===== config.mk =====
export PLATFORM = sky130hd
export DESIGN_NAME = pwm_shadow_timer
export DESIGN_NICKNAME = d
export VERILOG_FILES = /design/src/rtl/pwm_shadow_timer.sv
export SDC_FILE = /design/constraint.sdc
export NUM_CORES = 1
export LEC_CHECK = 0
export BUFFER_PORTS_ARGS = -buffer_cell sky130_fd_sc_hd__buf_4
export CORE_MARGIN = 4
export CORE_UTILIZATION = 59
export DETAILED_ROUTE_END_ITERATION = 10
export MAX_ROUTING_LAYER = met4
export PLACE_DENSITY = 0.92
export SLEW_MARGIN = 30
export SYNTH_ARGS = -nofsm -noshare
export SYNTH_HDL_FRONTEND = slang
export SYNTH_SLANG_ARGS = --single-unit

===== constraint.sdc =====
create_clock -name clk -period 3.35 [get_ports clk]
set_clock_uncertainty 0.2 [all_clocks]
set_input_delay 0.1675 -clock clk [delete_from_list [all_inputs] [get_ports clk]]
set_output_delay 0.1675 -clock clk [all_outputs]
set_load 0.02 [all_outputs]

===== src/rtl/pwm_shadow_timer.sv =====
module pwm_shadow_timer #(
  parameter int W = 8,
  parameter int GUARD = 3
) (
  input  logic         clk,
  input  logic         rst_n,
  input  logic         tick,
  input  logic         run,
  input  logic         pol,
  input  logic         per_we,
  input  logic [W-1:0] per_wdata,
  input  logic         dut_we,
  input  logic [W-1:0] dut_wdata,
  output logic         pwm_o,
  output logic         pmatch_irq,
  output logic [W-1:0] cnt_o
);
  localparam int AW = $clog2(GUARD + 1);
  localparam logic [AW-1:0] RIPE_AGE = AW'(GUARD);

  logic [W-1:0]  cnt, per, dut_act, dut_sh;
  logic          act, irq, prim, pend;
  logic [AW-1:0] age;

  wire step    = run & tick & prim;
  wire per_hit = step & (cnt == per);
  wire dut_hit = step & (cnt == dut_act) & (cnt != per);
  wire ripe    = pend & (age == RIPE_AGE);
  wire xfer    = dut_hit & ripe & ~dut_we;

  always_ff @(posedge clk or negedge rst_n) begin
    if (!rst_n) begin
      cnt     <= '0;
      per     <= '1;
      dut_act <= '0;
      dut_sh  <= '0;
      act     <= 1'b0;
      irq     <= 1'b0;
      prim    <= 1'b0;
      pend    <= 1'b0;
      age     <= '0;
    end else begin
      if (per_we) per <= per_wdata;
      if (!run) begin
        cnt  <= '0;
        act  <= 1'b0;
        irq  <= 1'b0;
        prim <= 1'b0;
        pend <= 1'b0;
        age  <= '0;
        if (dut_we) dut_act <= dut_wdata;
      end else begin
        irq <= per_hit;
        if (tick && !prim) prim <= 1'b1;
        if (per_hit) begin
          cnt <= '0;
          act <= 1'b1;
        end else if (step) begin
          cnt <= cnt + 1'b1;
          if (dut_hit) act <= 1'b0;
        end
        if (dut_we) begin
          dut_sh <= dut_wdata;
          pend   <= 1'b1;
          age    <= '0;
        end else begin
          if (xfer) begin
            dut_act <= dut_sh;
            pend    <= 1'b0;
          end
          if (tick && pend && !ripe) age <= age + 1'b1;
        end
      end
    end
  end

  assign pwm_o      = act ^ pol;
  assign pmatch_irq = irq;
  assign cnt_o      = cnt;

  p_pulse_r3: assert property (@(posedge clk) disable iff (!rst_n)
    pmatch_irq |-> (cnt_o == '0) && act);

  p_off_r9: assert property (@(posedge clk) disable iff (!rst_n)
    !run |=> (!pmatch_irq && !act && cnt_o == '0 && !pend));

  p_hold_r2: assert property (@(posedge clk) disable iff (!rst_n)
    (run && !tick) |=> $stable(cnt_o));

  p_shadow_r6: assert property (@(posedge clk) disable iff (!rst_n)
    (run && dut_we) |=> $stable(dut_act));

  p_early_r8: assert property (@(posedge clk) disable iff (!rst_n)
    (run && pend && age < RIPE_AGE) |=> $stable(dut_act));
endmodule


==> results of run 1 <==
==> registers in the layout, indices dropped and copies added (netlist names) <==
name / cells
act: 1
age: 2
cnt_o: 8
dut_act: 8
dut_sh: 8
pend: 1
per: 8
pmatch_irq: 1
prim: 1
==> what timing repair did <==
item                       in CTS  in global routing
hold endpoints to repair       64                  0
setup endpoints to repair       0                  0
hold buffers                   27                  0
==> area by class of cell <==
class,count,area share
repair buffers,59,0.202
clock buffers,5,0.0148
inverters,3,0.00445
flip-flops and latches,38,0.380
multi-input cells,114,0.361
well taps,44,0.0218
clock inverters,3,0.0158
==> per-layer routing <==
layer,wire length [um],global-route usage,up-vias,part of all wire
li1,-,-,694,-
met1,2010,0.351,811,0.36
met2,2790,0.498,142,0.50
met3,498,0.0735,39,0.089
met4,281,0.124,0,0.050
met5,0,-,-,0
==> cells in the mapped netlist (all sizes together) (4+ instances only) <==
cell type,count,area (um^2)
dfrtp,30,751
xor2,19,166
mux2,16,180
nor2,15,56.3
mux2i,9,90.1
a221o,8,80.1
dfstp,8,210
nand2,8,30.0
nor3,6,30.0
clkbuf,5,18.8
nand3,5,30.0
xnor2,5,43.8
a21oi,4,20.0
buf,4,22.5
==> power groups by stage <==
stage / clock, mW / sequential [mW] / combinational, mW
2_1_floorplan: 0 / 0.541 / 0.0940
3_3_place_gp: 0 / 0.547 / 0.137
3_5_place_dp: 0 / 0.550 / 0.145
4_1_cts: 0.313 / 0.542 / 0.179
5_1_grt: 0.339 / 0.551 / 0.204
6_report: 0.320 / 0.548 / 0.191
==> worst paths after layout <==
check | from | to | slack (ns)
worst max-delay path | cnt_o[1] | dut_act[6] | 0.79
worst min-delay path | dut_we | age[0] | 0.06
worst max register to register | cnt_o[1] | dut_act[6] | 0.79
worst min register to register | dut_sh[2] | dut_act[2] | 0.34
max in group asynchronous | rst_n | per[6] | 2.49
min in group asynchronous | rst_n | pmatch_irq | 0.09
==> worst min-delay path, stage by stage <==
cell,delay (ns)
buf_4,0.20
nand2b_1,0.18
nor2_1,0.06
==> logic make-up (layout without fill, tap and decap cells) <==
group	Yosys count	in the layout	share of synthesized area
and+or+nand+nor	46	46	0.131
DFF	38	38	0.499
muxes	25	25	0.140
xor gates and xnor gates	24	24	0.109
AOI/OAI and AO/OA	17	17	0.0805
buffers and inverters	12	70	0.0273
adders and majority gates	2	2	0.0130
==> per-stage QoR <==
| step | power (mW) | cell area, um^2 | instances | hold WS (ns) |
|---|---|---|---|---|
| 2_1_floorplan | 0.635 | 1930 | 164 | -0.328 |
| 3_3_place_gp | 0.684 | 2180 | 231 | -0.0546 |
| 3_5_place_dp | 0.695 | 2180 | 231 | -0.0463 |
| 4_1_cts | 1.03 | 2530 | 266 | 0.0471 |
| 5_1_grt | 1.09 | 2530 | 266 | 0.0654 |
| 6_report | 1.06 | 2530 | 266 | 0.0588 |
==> flow_metrics.env, run 1 <==
export IMPL_io_buffers=32
export IMPL_netlist_area_um2=1930
export IMPL_drt_total_wl_um=5580
export IMPL_worst_slack_ns=0.791
export IMPL_fin_crit_ns=2.56
export IMPL_drc=0
export IMPL_cts_resized=0
export IMPL_end_kind="flip-flop"
export IMPL_dp_slack_ns=0.950
export IMPL_syn2layout_area_growth_pct=31.2
export IMPL_layout_cells_most_common="buf_4"
export IMPL_grt_pass1_wl_um=9180
export IMPL_hold_class="input port to flip-flop"
export IMPL_cp_slowest_stage_delay_ns=0.51
export IMPL_synth_edff_count=0
export IMPL_path_delay_family="simple AND/OR/NAND/NOR gates"
export IMPL_chipWidth_um=65.1
export IMPL_worstPathCellList="xor2_1 -> nor4_1 -> nand2_1 -> and4_1 -> a221o_1"
export IMPL_p_leak_nw=1.17
export IMPL_io_pins=33
export IMPL_fin_nets=246
export IMPL_ys_flop_type="dfrtp_1"
export IMPL_grt_pass1_vias=1752
export IMPL_grt_ovfl_total=0
export IMPL_seq_area_um2=961
export IMPL_ys_seq_area_frac=0.499
export IMPL_synthArstFlopShare=1.00
export IMPL_p_int_uw=765
export IMPL_crit_fanout=8
export IMPL_hold_depth=3
export IMPL_required_ns=3.39
export IMPL_reg2regPathDepth=5
export IMPL_via_count=1686
export IMPL_powerDensity_nw_per_um2=419
export IMPL_antennaDiodeCount=0
export IMPL_power_switching_fraction=0.277
export IMPL_finish_utilization=0.822
export IMPL_cp_start_kind="flip-flop"
export IMPL_firstDrtPassIters=6
export IMPL_path_buf_inv=0
export IMPL_post_route_period_util=0.764
export IMPL_multi_input_area_um2=913
export IMPL_via_per_inst=6.34
export IMPL_cts_tree="done"
export IMPL_ys_types=33
export IMPL_max_freq_mhz=391
export IMPL_dieArea_um2=4240
export IMPL_pwr_share_comb=0.180
export IMPL_num_fill_cells=151
export IMPL_clkLatencyLatePin_ns=0.36
export IMPL_clk_pin_slew_worst_paths_ns=0.13
export IMPL_gp_congestion=0.853
export IMPL_setup_viol=0
export IMPL_crit_type="flip-flop to flip-flop"
export IMPL_antenna_found_initial=0
export IMPL_tns_ns=0
export IMPL_maxCapViolations=0
export IMPL_slowest_stage="dfrtp_1"
export IMPL_yosysWarnings=0
export IMPL_rsz0062_at_grt="no"
export IMPL_cp_depth=5
export IMPL_syn_nets=189
export IMPL_core_area_um2=3080
export IMPL_die_y_um=65.1
export IMPL_vdd_drop_max_mv=0.401
export IMPL_numCtsBuffers=5
export IMPL_grt_usage=0.300
export IMPL_core_rowCount=20
export IMPL_pwr_share_clk=0.302
export IMPL_outcome="completed"
export IMPL_pwr_share_seq=0.517
export IMPL_avgRoutedWirePerCell_um=21.0
export IMPL_place_detailed_hpwl_um=2980
export IMPL_start_util=0.626
export IMPL_syn_avg_cell_area_um2=11.7
export IMPL_h_tree_depth=2
export IMPL_slew_headroom=0.646
export IMPL_postRouteAntennaNets=0
export IMPL_drive_gt1_frac=0.311
export IMPL_post_cts_buffers=0
export IMPL_finalHoldViolCount=0
export IMPL_syn_inst=164
export IMPL_ctsLongestPathBuffers=2
export IMPL_cts_sinks=38
export IMPL_grt_max_degree=39
export IMPL_drv_slew=0
export IMPL_p_switching_uw=293
export IMPL_drtIter0Drc=223
export IMPL_crit_arrival_ns=2.60
export IMPL_root_buffer="clkbuf_4"
export IMPL_final_cell_mix="buf_4 (32), dfrtp_1 (30), dlygate4sd3_1 (27)"
export IMPL_worstMarginPinSlew_ns=0.529
export IMPL_synth_seq_cells=38
(Power assumes the default switching activity.)
==> run 2: changes to the inputs <==
--- a/config.mk
+++ b/config.mk
@@ -7,10 +7,10 @@
 export LEC_CHECK = 0
 export BUFFER_PORTS_ARGS = -buffer_cell sky130_fd_sc_hd__buf_4
 export CORE_MARGIN = 4
-export CORE_UTILIZATION = 59
+export CORE_UTILIZATION = 50
 export DETAILED_ROUTE_END_ITERATION = 10
 export MAX_ROUTING_LAYER = met4
-export PLACE_DENSITY = 0.92
+export PLACE_DENSITY = 0.84
 export SLEW_MARGIN = 30
 export SYNTH_ARGS = -nofsm -noshare
 export SYNTH_HDL_FRONTEND = slang
==> constraint.sdc (replaced) <==
create_clock -name clk -period 2.2 [get_ports clk]
set_clock_uncertainty 0.2 [all_clocks]
set_input_delay 0.11 -clock clk [delete_from_list [all_inputs] [get_ports clk]]
set_output_delay 0.11 -clock clk [all_outputs]
set_load 0.02 [all_outputs]
==> flow_metrics.env, run 2 (synthesis gave the netlist of run 1 again) <==
export IMPL_cp_slowest_stage_delay_ns=0.47
export IMPL_finalHoldViolCount=0
export IMPL_post_route_period_util=0.968
export IMPL_crit_fanout=8
export IMPL_num_fill_cells=261
export IMPL_crit_type="flip-flop to flip-flop"
export IMPL_cts_tree="done"
export IMPL_core_rowCount=22
export IMPL_syn2layout_area_growth_pct=34.8
export IMPL_clkLatencyLatePin_ns=0.29
export IMPL_h_tree_depth=2
export IMPL_drv_slew=0
export IMPL_setup_viol=0
export IMPL_grt_usage=0.190
export IMPL_root_buffer="clkbuf_8"
export IMPL_layout_cells_most_common="buf_4"
export IMPL_avgRoutedWirePerCell_um=14.9
export IMPL_fin_crit_ns=2.13
export IMPL_drtIter0Drc=72
export IMPL_clk_pin_slew_worst_paths_ns=0.07
export IMPL_drt_total_wl_um=4100
export IMPL_tns_ns=0
export IMPL_antennaDiodeCount=0
export IMPL_postRouteAntennaNets=0
export IMPL_via_count=1489
export IMPL_start_util=0.522
export IMPL_grt_ovfl_total=0
export IMPL_dieArea_um2=4910
export IMPL_grt_pass1_vias=1512
export IMPL_numCtsBuffers=5
export IMPL_required_ns=2.17
export IMPL_io_pins=33
export IMPL_hold_class="input port to flip-flop"
export IMPL_fin_hold_ws_ns=0.0270
export IMPL_multi_input_area_um2=915
export IMPL_antenna_found_initial=0
export IMPL_crit_arrival_ns=2.10
export IMPL_slowest_stage="dfrtp_1"
export IMPL_via_per_inst=5.39
export IMPL_cp_start_kind="flip-flop"
export IMPL_firstDrtPassIters=4
export IMPL_drive_gt1_frac=0.342
export IMPL_outcome="completed"
export IMPL_worstPathCellList="xor2_1 -> nor4_1 -> nand2_1 -> and4_2 -> a221o_1"
export IMPL_gp_congestion=0.812
export IMPL_path_buf_inv=0
export IMPL_worstMarginPinSlew_ns=0.478
export IMPL_fin_nets=252
export IMPL_io_buffers=32
export IMPL_place_detailed_hpwl_um=2690
export IMPL_p_leak_nw=1.19
export IMPL_vdd_drop_max_mv=0.432
export IMPL_grt_max_degree=39
export IMPL_grt_pass1_wl_um=7150
export IMPL_ctsLongestPathBuffers=2
export IMPL_final_cell_mix="buf_4 (38), dfrtp_1 (27), dlygate4sd3_1 (27)"
export IMPL_slew_headroom=0.681
export IMPL_die_y_um=70.1
export IMPL_cts_sinks=38
export IMPL_path_delay_family="simple AND/OR/NAND/NOR gates"
export IMPL_core_area_um2=3690
export IMPL_powerDensity_nw_per_um2=608
export IMPL_max_freq_mhz=469
export IMPL_chipWidth_um=70.1
export IMPL_seq_area_um2=965
export IMPL_rsz0062_at_grt="yes"
export IMPL_drc=0
export IMPL_end_kind="flip-flop"
export IMPL_maxCapViolations=0
-- run 2: path summary, 6_finish.rpt --
check	from	end	slack, ns	cells after the start
max	cnt_o[0]	dut_act[5]	0.07	5
min	run	age[0]	0.03	3
max reg2reg	cnt_o[0]	dut_act[5]	0.07	5
min reg2reg	dut_sh[5]	dut_sh[5]	0.31	1
max in group asynchronous	rst_n	per[0]	1.31	2
min in group asynchronous	rst_n	pmatch_irq	0.12	2
-- run 2: routing by layer --
metal	vias up	global-route usage	wire, um	part of all wire
li1	720	-	-	-
met1	712	0.250	1840	0.45
met2	43	0.278	1930	0.47
met3	14	0.0403	196	0.048
met5	-	-	0	0
met4	0	0.0915	137	0.033
-- run 2: area by class of cell --
type                    count  share of cell area
multi-input cells         114               0.352
clock buffers               7              0.0332
flip-flops and latches     38               0.371
inverters                   3             0.00434
clock inverters             1             0.00193
repair buffers             65               0.214
well taps                  48              0.0231
-- run 2: worst register-to-register path, stage by stage, from the launching register on --
cell	delay, ns
dfrtp_1	0.47
xor2_1	0.17
nor4_1	0.40
nand2_1	0.12
and4_2	0.32
a221o_1	0.33
-- run 2: where the power goes --
part	switching, mW	internal, mW	total [mW]
clock	0.235	0.253	0.488
combinational	0.109	0.158	0.267
sequential	0.0518	0.772	0.824
total	0.396	1.18	1.58
-- run 2: timing repair --
item	CTS	global route
endpoints found under the hold margin	63	0
setup buffers	0	0
hold buffers	27	0
setup endpoints to repair	0	5
gates resized for setup	0	1
-- run 2: metrics by stage --
stage	power [mW]	setup slack (ns)	util	instance area (um^2)	cells
after global placement	1.05	0.0669	0.606	2230	241
after global routing	1.65	-0.0173	0.704	2600	276
after CTS	1.59	0.0379	0.704	2600	276
final	1.58	0.0697	0.704	2600	276
after floorplan	0.966	0.00338	-	1950	164
after detailed placement	1.05	0.0400	0.606	2230	241
